--- config.mk ---
export PLATFORM = sky130hd
export DESIGN_NAME = acc_sat_unit
export DESIGN_NICKNAME = d
export VERILOG_FILES = /design/src/rtl/acc_sat_pkg.sv /design/src/rtl/acc_sat_decide.sv /design/src/rtl/acc_sat_clamp.sv /design/src/rtl/acc_sat_wb.sv /design/src/rtl/acc_sat_unit.sv
export SDC_FILE = /design/constraint.sdc
export NUM_CORES = 1
export LEC_CHECK = 0
export BUFFER_PORTS_ARGS = -buffer_cell sky130_fd_sc_hd__buf_2
export CAP_MARGIN = 40
export CELL_PAD_IN_SITES_DETAIL_PLACEMENT = 1
export CELL_PAD_IN_SITES_GLOBAL_PLACEMENT = 2
export CORE_UTILIZATION = 30
export CTS_BUF_LIST = sky130_fd_sc_hd__clkbuf_4 sky130_fd_sc_hd__clkbuf_8
export CTS_CLUSTER_SIZE = 12
export DETAILED_ROUTE_END_ITERATION = 8
export PLACE_DENSITY = 0.94
export SYNTH_ARGS = -nofsm -noshare
export SYNTH_HDL_FRONTEND = slang
export SYNTH_SLANG_ARGS = --single-unit
--- constraint.sdc ---
create_clock -name clk -period 2.08 [get_ports clk]
set_input_delay 0.104 -clock clk [delete_from_list [all_inputs] [get_ports clk]]
set_output_delay 0.104 -clock clk [all_outputs]
set_load 0.03 [all_outputs]
--- src/rtl/acc_sat_pkg.sv ---
package acc_sat_pkg;
  typedef enum logic [1:0] {
    ACT_KEEP = 2'd0,
    ACT_POS  = 2'd1,
    ACT_NEG  = 2'd2
  } sat_act_e;
endpackage

--- src/rtl/acc_sat_decide.sv ---
module acc_sat_decide
  import acc_sat_pkg::*;
(
  input  logic     ovf_flag,
  input  logic     sign_bit,
  output sat_act_e act
);
  always_comb begin
    if (!ovf_flag)     act = ACT_KEEP;
    else if (sign_bit) act = ACT_NEG;
    else               act = ACT_POS;
  end

  // when flagged, direction follows the top bit only
  always_comb begin
    if (ovf_flag) begin
      p_dir_r9: assert (act != ACT_KEEP);
    end
  end
endmodule

--- src/rtl/acc_sat_clamp.sv ---
module acc_sat_clamp #(
  parameter int ACC_W  = 40,
  parameter int WORD_W = 32
) (
  output logic [ACC_W-1:0] pos_val,
  output logic [ACC_W-1:0] neg_val
);
  localparam int SIGN_POS = WORD_W - 1;

  for (genvar i = 0; i < ACC_W; i++) begin : g_bit
    if (i < SIGN_POS) begin : g_mag
      assign pos_val[i] = 1'b1;
      assign neg_val[i] = 1'b0;
    end else begin : g_ext
      assign pos_val[i] = 1'b0;
      assign neg_val[i] = 1'b1;
    end
  end
endmodule

--- src/rtl/acc_sat_wb.sv ---
module acc_sat_wb
  import acc_sat_pkg::*;
#(
  parameter int ACC_W = 40
) (
  input  logic             clk,
  input  logic             rst,
  input  logic             sat_req,
  input  sat_act_e         act,
  input  logic [ACC_W-1:0] acc_in,
  input  logic [ACC_W-1:0] pos_val,
  input  logic [ACC_W-1:0] neg_val,
  output logic [ACC_W-1:0] acc_q,
  output logic             wb_q
);
  logic [ACC_W-1:0] next_val;

  always_comb begin
    unique case (act)
      ACT_POS: next_val = pos_val;
      ACT_NEG: next_val = neg_val;
      default: next_val = acc_in;
    endcase
  end

  always_ff @(posedge clk) begin
    if (rst) begin
      acc_q <= '0;
      wb_q  <= 1'b0;
    end else begin
      wb_q <= sat_req;
      if (sat_req) acc_q <= next_val;
    end
  end

  // idle cycles leave the register alone
  p_hold_r5: assert property (@(posedge clk) disable iff (rst)
    !sat_req |=> $stable(acc_q));
  // write-back marker follows the command by one cycle
  p_valid_r7: assert property (@(posedge clk) disable iff (rst)
    sat_req |=> wb_q);
  p_idle_r7: assert property (@(posedge clk) disable iff (rst)
    !sat_req |=> !wb_q);
endmodule

--- src/rtl/acc_sat_unit.sv ---
module acc_sat_unit
  import acc_sat_pkg::*;
#(
  parameter int ACC_W  = 40,
  parameter int WORD_W = 32
) (
  input  logic             clk,
  input  logic             rst,
  input  logic             sat_req,
  input  logic             ovf_flag,
  input  logic [ACC_W-1:0] acc_in,
  output logic [ACC_W-1:0] acc_out,
  output logic             wb_valid
);
  localparam int EXT_W = ACC_W - WORD_W;
  localparam logic [ACC_W-1:0] MAX_POS = {{(EXT_W+1){1'b0}}, {(WORD_W-1){1'b1}}};
  localparam logic [ACC_W-1:0] MAX_NEG = {{(EXT_W+1){1'b1}}, {(WORD_W-1){1'b0}}};

  sat_act_e         act;
  logic [ACC_W-1:0] pos_val;
  logic [ACC_W-1:0] neg_val;

  acc_sat_decide u_decide (
    .ovf_flag (ovf_flag),
    .sign_bit (acc_in[ACC_W-1]),
    .act      (act)
  );

  acc_sat_clamp #(.ACC_W(ACC_W), .WORD_W(WORD_W)) u_clamp (
    .pos_val (pos_val),
    .neg_val (neg_val)
  );

  acc_sat_wb #(.ACC_W(ACC_W)) u_wb (
    .clk     (clk),
    .rst     (rst),
    .sat_req (sat_req),
    .act     (act),
    .acc_in  (acc_in),
    .pos_val (pos_val),
    .neg_val (neg_val),
    .acc_q   (acc_out),
    .wb_q    (wb_valid)
  );

  // flag clear passes the value through
  p_keep_r2: assert property (@(posedge clk) disable iff (rst)
    sat_req && !ovf_flag |=> acc_out == $past(acc_in));
  // positive clamp
  p_pos_r3: assert property (@(posedge clk) disable iff (rst)
    sat_req && ovf_flag && !acc_in[ACC_W-1] |=> acc_out == MAX_POS);
  // negative clamp
  p_neg_r4: assert property (@(posedge clk) disable iff (rst)
    sat_req && ovf_flag && acc_in[ACC_W-1] |=> acc_out == MAX_NEG);
  // clamped result has a consistent extension
  p_ext_r8: assert property (@(posedge clk) disable iff (rst)
    sat_req && ovf_flag |=>
      (&acc_out[ACC_W-1:WORD_W-1]) || !(|acc_out[ACC_W-1:WORD_W-1]));
endmodule

==> impl_metrics.yaml, run 1 <==
routing:
  viasPerCell: 4.855
  drcViolationCount: 0
  vias: 1636
  drt_pass1_iterations: 4
  drt_iter0_markers: 39
  wl_um: 4684
  wl_per_cell_um: 13.90
  ant_nets: 0
floorplanning:
  die_area_um2: 6628
  fp.coreArea_um2: 5991
  dieWidth_um: 81.41
  core.rowCount: 28
  die_h_um: 81.41
  num_io_pins: 85
  initial_core_util_pct: 31.58
cells_and_area:
  area_delta_synth_final_pct: 28.51
  layout.nets: 306
  layout-drive-gt1-share_pct: 46.56
  antennaDiodeCount: 0
  fill_cells: 719
  fin_area_um2: 2431
pwr:
  netSwitchingFraction_pct: 29.78
  pwr-share-clk_pct: 28.9
  power.internal_mw: 1.273
  total_power_mw: 1.813
  pwr-share-seq_pct: 48.1
  power.leakage_nw: 1.074
  power_density_nw_per_um2: 745.8
  switching_power_mw: 0.5400
  ir_worst_vdd_v: 0.0003197
  p_comb_share_pct: 23.0
placement:
  numPortBuffers: 84
  hpwl_um: 3436
  place_area_um2: 2341
  gp_congestion: 0.6936
sta:
  slew_headroom_pct: 65.51
  finalCritPeriodShare_pct: 47.81
  fin_skew_ps: 0
  min_period_ps: 994.5
  rsz0062_at_grt: "false"
  tightest_slew_ps: 517.3
  setup_viol: 0
  slew_violations: 0
  max_clock_freq_mhz: 1006
  tns_ps: 0
  hold_viol_final: 0
clock_network:
  htreeDepth: 2
  clk_latency_ps: 280
  ctsHoldBuffers: 0
  cts_setup_buffers: 0
  cts_tree: "built"
  clk_path_buf_depth: 2
  clk_pin_slew_worst_paths_ps: 70
  cts-root-buf: "clkbuf_8"
  cts_resized: 0
  numCtsBuffers: 5
  clock_sinks: 41
setup_path:
  critPathArrivalTime_ps: 1190
  critPathCaptureType: "register"
  critPathTopFamily: "buffers and inverters"
  worstPathMaxFanout: 16
  path_class: "in2reg"
  crit_required_ps: 2280
  slowest_delay_ps: 390
  cp_cell_sequence: "buf_2, nand2b_2, buf_4, a311oi_2"
  start_kind: "input pin"
  cp_slowest_cell: "nand2b_2"
  path_buf_inv: 2
yosys:
  syn_area_per_cell_um2: 10.28
  synthCells: 184
  seq_area_frac_synth_pct: 43.39
  yosys_warnings: 0
  ys_types: 16
  synth_area_um2: 1892
  synth-seq-cells: 41
  syn_nets: 228
global_routing:
  grt_pass1_vias: 1543
  overflow: 0
  gr-usage-all-layers_pct: 14.64
  grt_antenna_before_repair: 0
  grt_pass1_wl_um: 7362
  grt_start_max_net_pins: 41
min_path:
  hp-class: "in2reg"
job:
  drv_cap: 0
run_status:
  outcome: "finished clean"
[final timing paths]
| kind | startpoint | endpoint | slack, ps | cells past startpoint |
|---|---|---|---|---|
| worst min-delay path | acc_in[3] | u_wb.acc_q[3] | 100 | 3 |
| worst max register to register | u_wb.acc_q[30] | u_wb.acc_q[30] | 1360 | 2 |
| worst max-delay path | acc_in[39] | u_wb.acc_q[30] | 1090 | 4 |
| worst min register to register | u_wb.acc_q[3] | u_wb.acc_q[3] | 490 | 2 |
[flip-flops by register name, summed over array words and instances (netlist names)]
register / count
u_wb.wb_q: 1
u_wb.acc_q: 40
[worst reg2reg max path, cell delays in order (launching register included)]
cell and delay, ps:
dfxtp_1 330, nor2_1 50, a311oi_2 250
[power groups by stage]
stage          combinational [mW]  clock, mW  sequential, mW
6_report                    0.417      0.524           0.872
3_3_place_gp                0.413          0           0.888
3_5_place_dp                0.424          0           0.890
4_1_cts                     0.425      0.548           0.873
2_1_floorplan               0.185          0            1.00
5_1_grt                     0.451      0.585           0.878
[final cells by class]
| type | instances | area [um^2] | share of cell area (%) |
|---|---|---|---|
| tap | 75 | 93.84 | 3.860 |
| clock buffer | 7 | 90.09 | 3.706 |
| multi-input combinational | 122 | 924.6 | 38.03 |
| inverter | 1 | 3.754 | 0.1544 |
| sequential | 41 | 820.8 | 33.76 |
| timing repair buffer | 91 | 498.0 | 20.48 |
[per-layer routing]
layer  GRT usage (%)  up-vias  wire length, um  part of all wire [%]
li1                -      809                -                     -
met1           18.24      765             2088                    45
met2           23.92       54             2270                    48
met3           3.111        8              257                   5.5
met4           6.964        0               66                   1.4
met5               0        -                0                     0
[synthesized netlist by cell type, drive strengths merged]
cell type | instances | share of area (%)
a211oi | 8 | 3.7
a311oi | 27 | 19
and2 | 1 | 0.46
buf | 20 | 7.7
dfxtp | 41 | 43
inv | 1 | 0.20
mux2i | 9 | 4.8
nand2b | 33 | 11
nor2 | 40 | 7.9
o32ai | 4 | 1.9
[cells by family after synthesis]
kind of cell,share of synthesized area [%]
muxes,4.762
DFF,43.39
buffers and inverters,7.870
and+or+nand+nor,19.31
AOI/OAI and AO/OA,24.67
[stage by stage]
stage,cells,setup slack (ps),util (%),hold slack (ps)
after floorplan,184,1215,-,277.4
after global placement,330,815.7,39.08,391.7
after CTS,337,1072,40.58,83.82
final,337,1085,40.58,95.46
after global routing,337,1029,40.58,88.58
after detailed placement,330,766.5,39.08,394.0
[layout by cell type, fill, tap and decap left out, drive strengths merged]
| cell | netlist | routed |
|---|---|---|
| inv | 1 | 1 |
| and2 | 1 | 1 |
| nor2 | 40 | 40 |
| nand2b | 33 | 33 |
| mux2i | 9 | 9 |
| buf | 20 | 91 |
| a211oi | 8 | 8 |
| a311oi | 27 | 27 |
| clkbuf | 0 | 7 |
| o32ai | 4 | 4 |
| dfxtp | 41 | 41 |
No activity file was read; power rests on OpenSTA's default activity.
==> inputs of run 2 (changes only) <==
- CORE_UTILIZATION: 30 -> 28
- PLACE_DENSITY: 0.94 -> 0.89
- clock period: 2.08 -> 1 ns (I/O delays scaled with it)
==> impl_metrics.yaml, run 2 (synthesis results as in run 1) <==
placement:
  dp.cells: 335
  numPortBuffers: 84
  gp_congestion: 0.6446
  pre_cts_slack_ps: 89.29
  place_area_um2: 2391
  hpwl_um: 3447
floorplanning:
  die_h_um: 84.20
  fp.coreArea_um2: 6422
  die_area_um2: 7089
  dieWidth_um: 84.20
  num_io_pins: 85
  initial_core_util_pct: 29.46
  core.rowCount: 29
cells_and_area:
  seqCellArea_um2: 820.8
  final_common_cell: "buf_2"
  reg.largest.list: "u_wb.acc_q: 40 flops, u_wb.wb_q: 1 flops"
  largest_reg_flops: 40
  layout-drive-gt1-share_pct: 47.37
  fill_cells: 774
  regMostFlops: "u_wb.acc_q"
  area_delta_synth_final_pct: 31.22
  multiInputGateArea_um2: 924.6
  layout.nets: 309
  antennaDiodeCount: 0
  stdcell_count: 343
  layout_common_cells: "buf_2, dfxtp_1, nor2_1, nand2b_1, a311oi_2"
  fin_area_um2: 2482
clock_network:
  clock_sinks: 41
  htreeDepth: 2
  ctsHoldBuffers: 0
  numCtsBuffers: 5
  clk_pin_slew_worst_paths_ps: 80
  cts-root-buf: "clkbuf_8"
  clk_latency_ps: 280
  cts_setup_buffers: 0
  clk_path_buf_depth: 2
  cts_tree: "built"
  cts_resized: 0
sta:
  max_clock_freq_mhz: 1110
  fin_skew_ps: 0
  slew_violations: 0
  tns_ps: 0
  setup_viol: 0
  min_period_ps: 901.1
  tightest_slew_ps: 264.6
  timing.final.ws_setup_ps: 98.89
  slew_headroom_pct: 82.36
  hold_viol_final: 0
  rsz0062_at_grt: "false"
  finalCritPeriodShare_pct: 90.11
setup_path:
  cp_cell_sequence: "buf_2"
  critPathCaptureType: "output pin"
  path_buf_inv: 1
  slowest_delay_ps: 360
  start_kind: "register"
  critPathArrivalTime_ps: 850
  critPathTopFamily: "flip-flops"
  crit_required_ps: 950
  worstPathMaxFanout: 2
  path_class: "reg2out"
  cp_slowest_cell: "dfxtp_1"
global_routing:
  overflow: 0
  gr-usage-all-layers_pct: 14.26
  grt_pass1_wl_um: 8031
  grt_antenna_before_repair: 0
  grt_pass1_vias: 1659
  grt_start_max_net_pins: 41
pwr:
  power_density_nw_per_um2: 1542
  ir_worst_vdd_v: 0.0006343
  power.leakage_nw: 1.101
routing:
  wl_um: 4885
  drt_iter0_markers: 68
  ant_nets: 0
  drcViolationCount: 11
  viasPerCell: 4.758
  vias: 1632
  drt_pass1_iterations: 6
  wl_per_cell_um: 14.24
run_status:
  outcome: "finished with violations"
  failed_checks: "DRC"
min_path:
  hp-class: "in2reg"
job:
  drv_cap: 0
run 2: changes by cell type in the layout (fill, tap and decap cells not counted):
cell	change
buf_12	+2
buf_4	+1
clkbuf_4	+2
clkbuf_8	-1
run 2: worst paths after layout:
path	endpoint	slack, ps	from	cells past startpoint
hold / removal	u_wb.acc_q[6]	40	acc_in[6]	3
setup / recovery	acc_out[0]	100	u_wb.acc_q[0]	1
setup reg to reg	u_wb.acc_q[0]	260	u_wb.acc_q[0]	2
hold reg to reg	u_wb.acc_q[4]	480	u_wb.acc_q[4]	2
run 2: where the power goes:
part	leakage, nW	internal (mW)	switching [mW]
registers	0.341	1.75	0.0593
clock network	0.0498	0.578	0.545
logic	0.711	0.341	0.553
run 2: area by class of cell:
| type | instances | area share [%] |
|---|---|---|
| Multi-Input combinational cell | 122 | 37.25 |
| Sequential cell | 41 | 33.06 |
| Timing Repair Buffer | 94 | 21.98 |
| Tap cell | 77 | 3.881 |
| Clock buffer | 8 | 3.679 |
| Inverter | 1 | 0.1512 |
run 2: worst min-delay path, cell delays in order:
cell	delay, ps
buf_2	90
nand2b_1	50
a311oi_1	80
run 2: metrics by stage:
| stage | utilization [%] | power, mW | hold slack, ps |
|---|---|---|---|
| after floorplan | - | 2.464 | 223.4 |
| after global placement | 37.23 | 2.735 | 333.9 |
| after detailed placement | 37.23 | 2.755 | 342.5 |
| after CTS | 38.65 | 3.894 | 28.50 |
| after global routing | 38.65 | 4.035 | 41.93 |
| final | 38.65 | 3.828 | 35.87 |
run 2: metal layers:
layer,global-route usage (%),share of wire [%],vias to the layer above
met3,4.326,5.5,5
met2,22.80,47,48
li1,-,-,818
met4,3.292,0.94,0
met5,0,0,-
met1,18.92,46,761
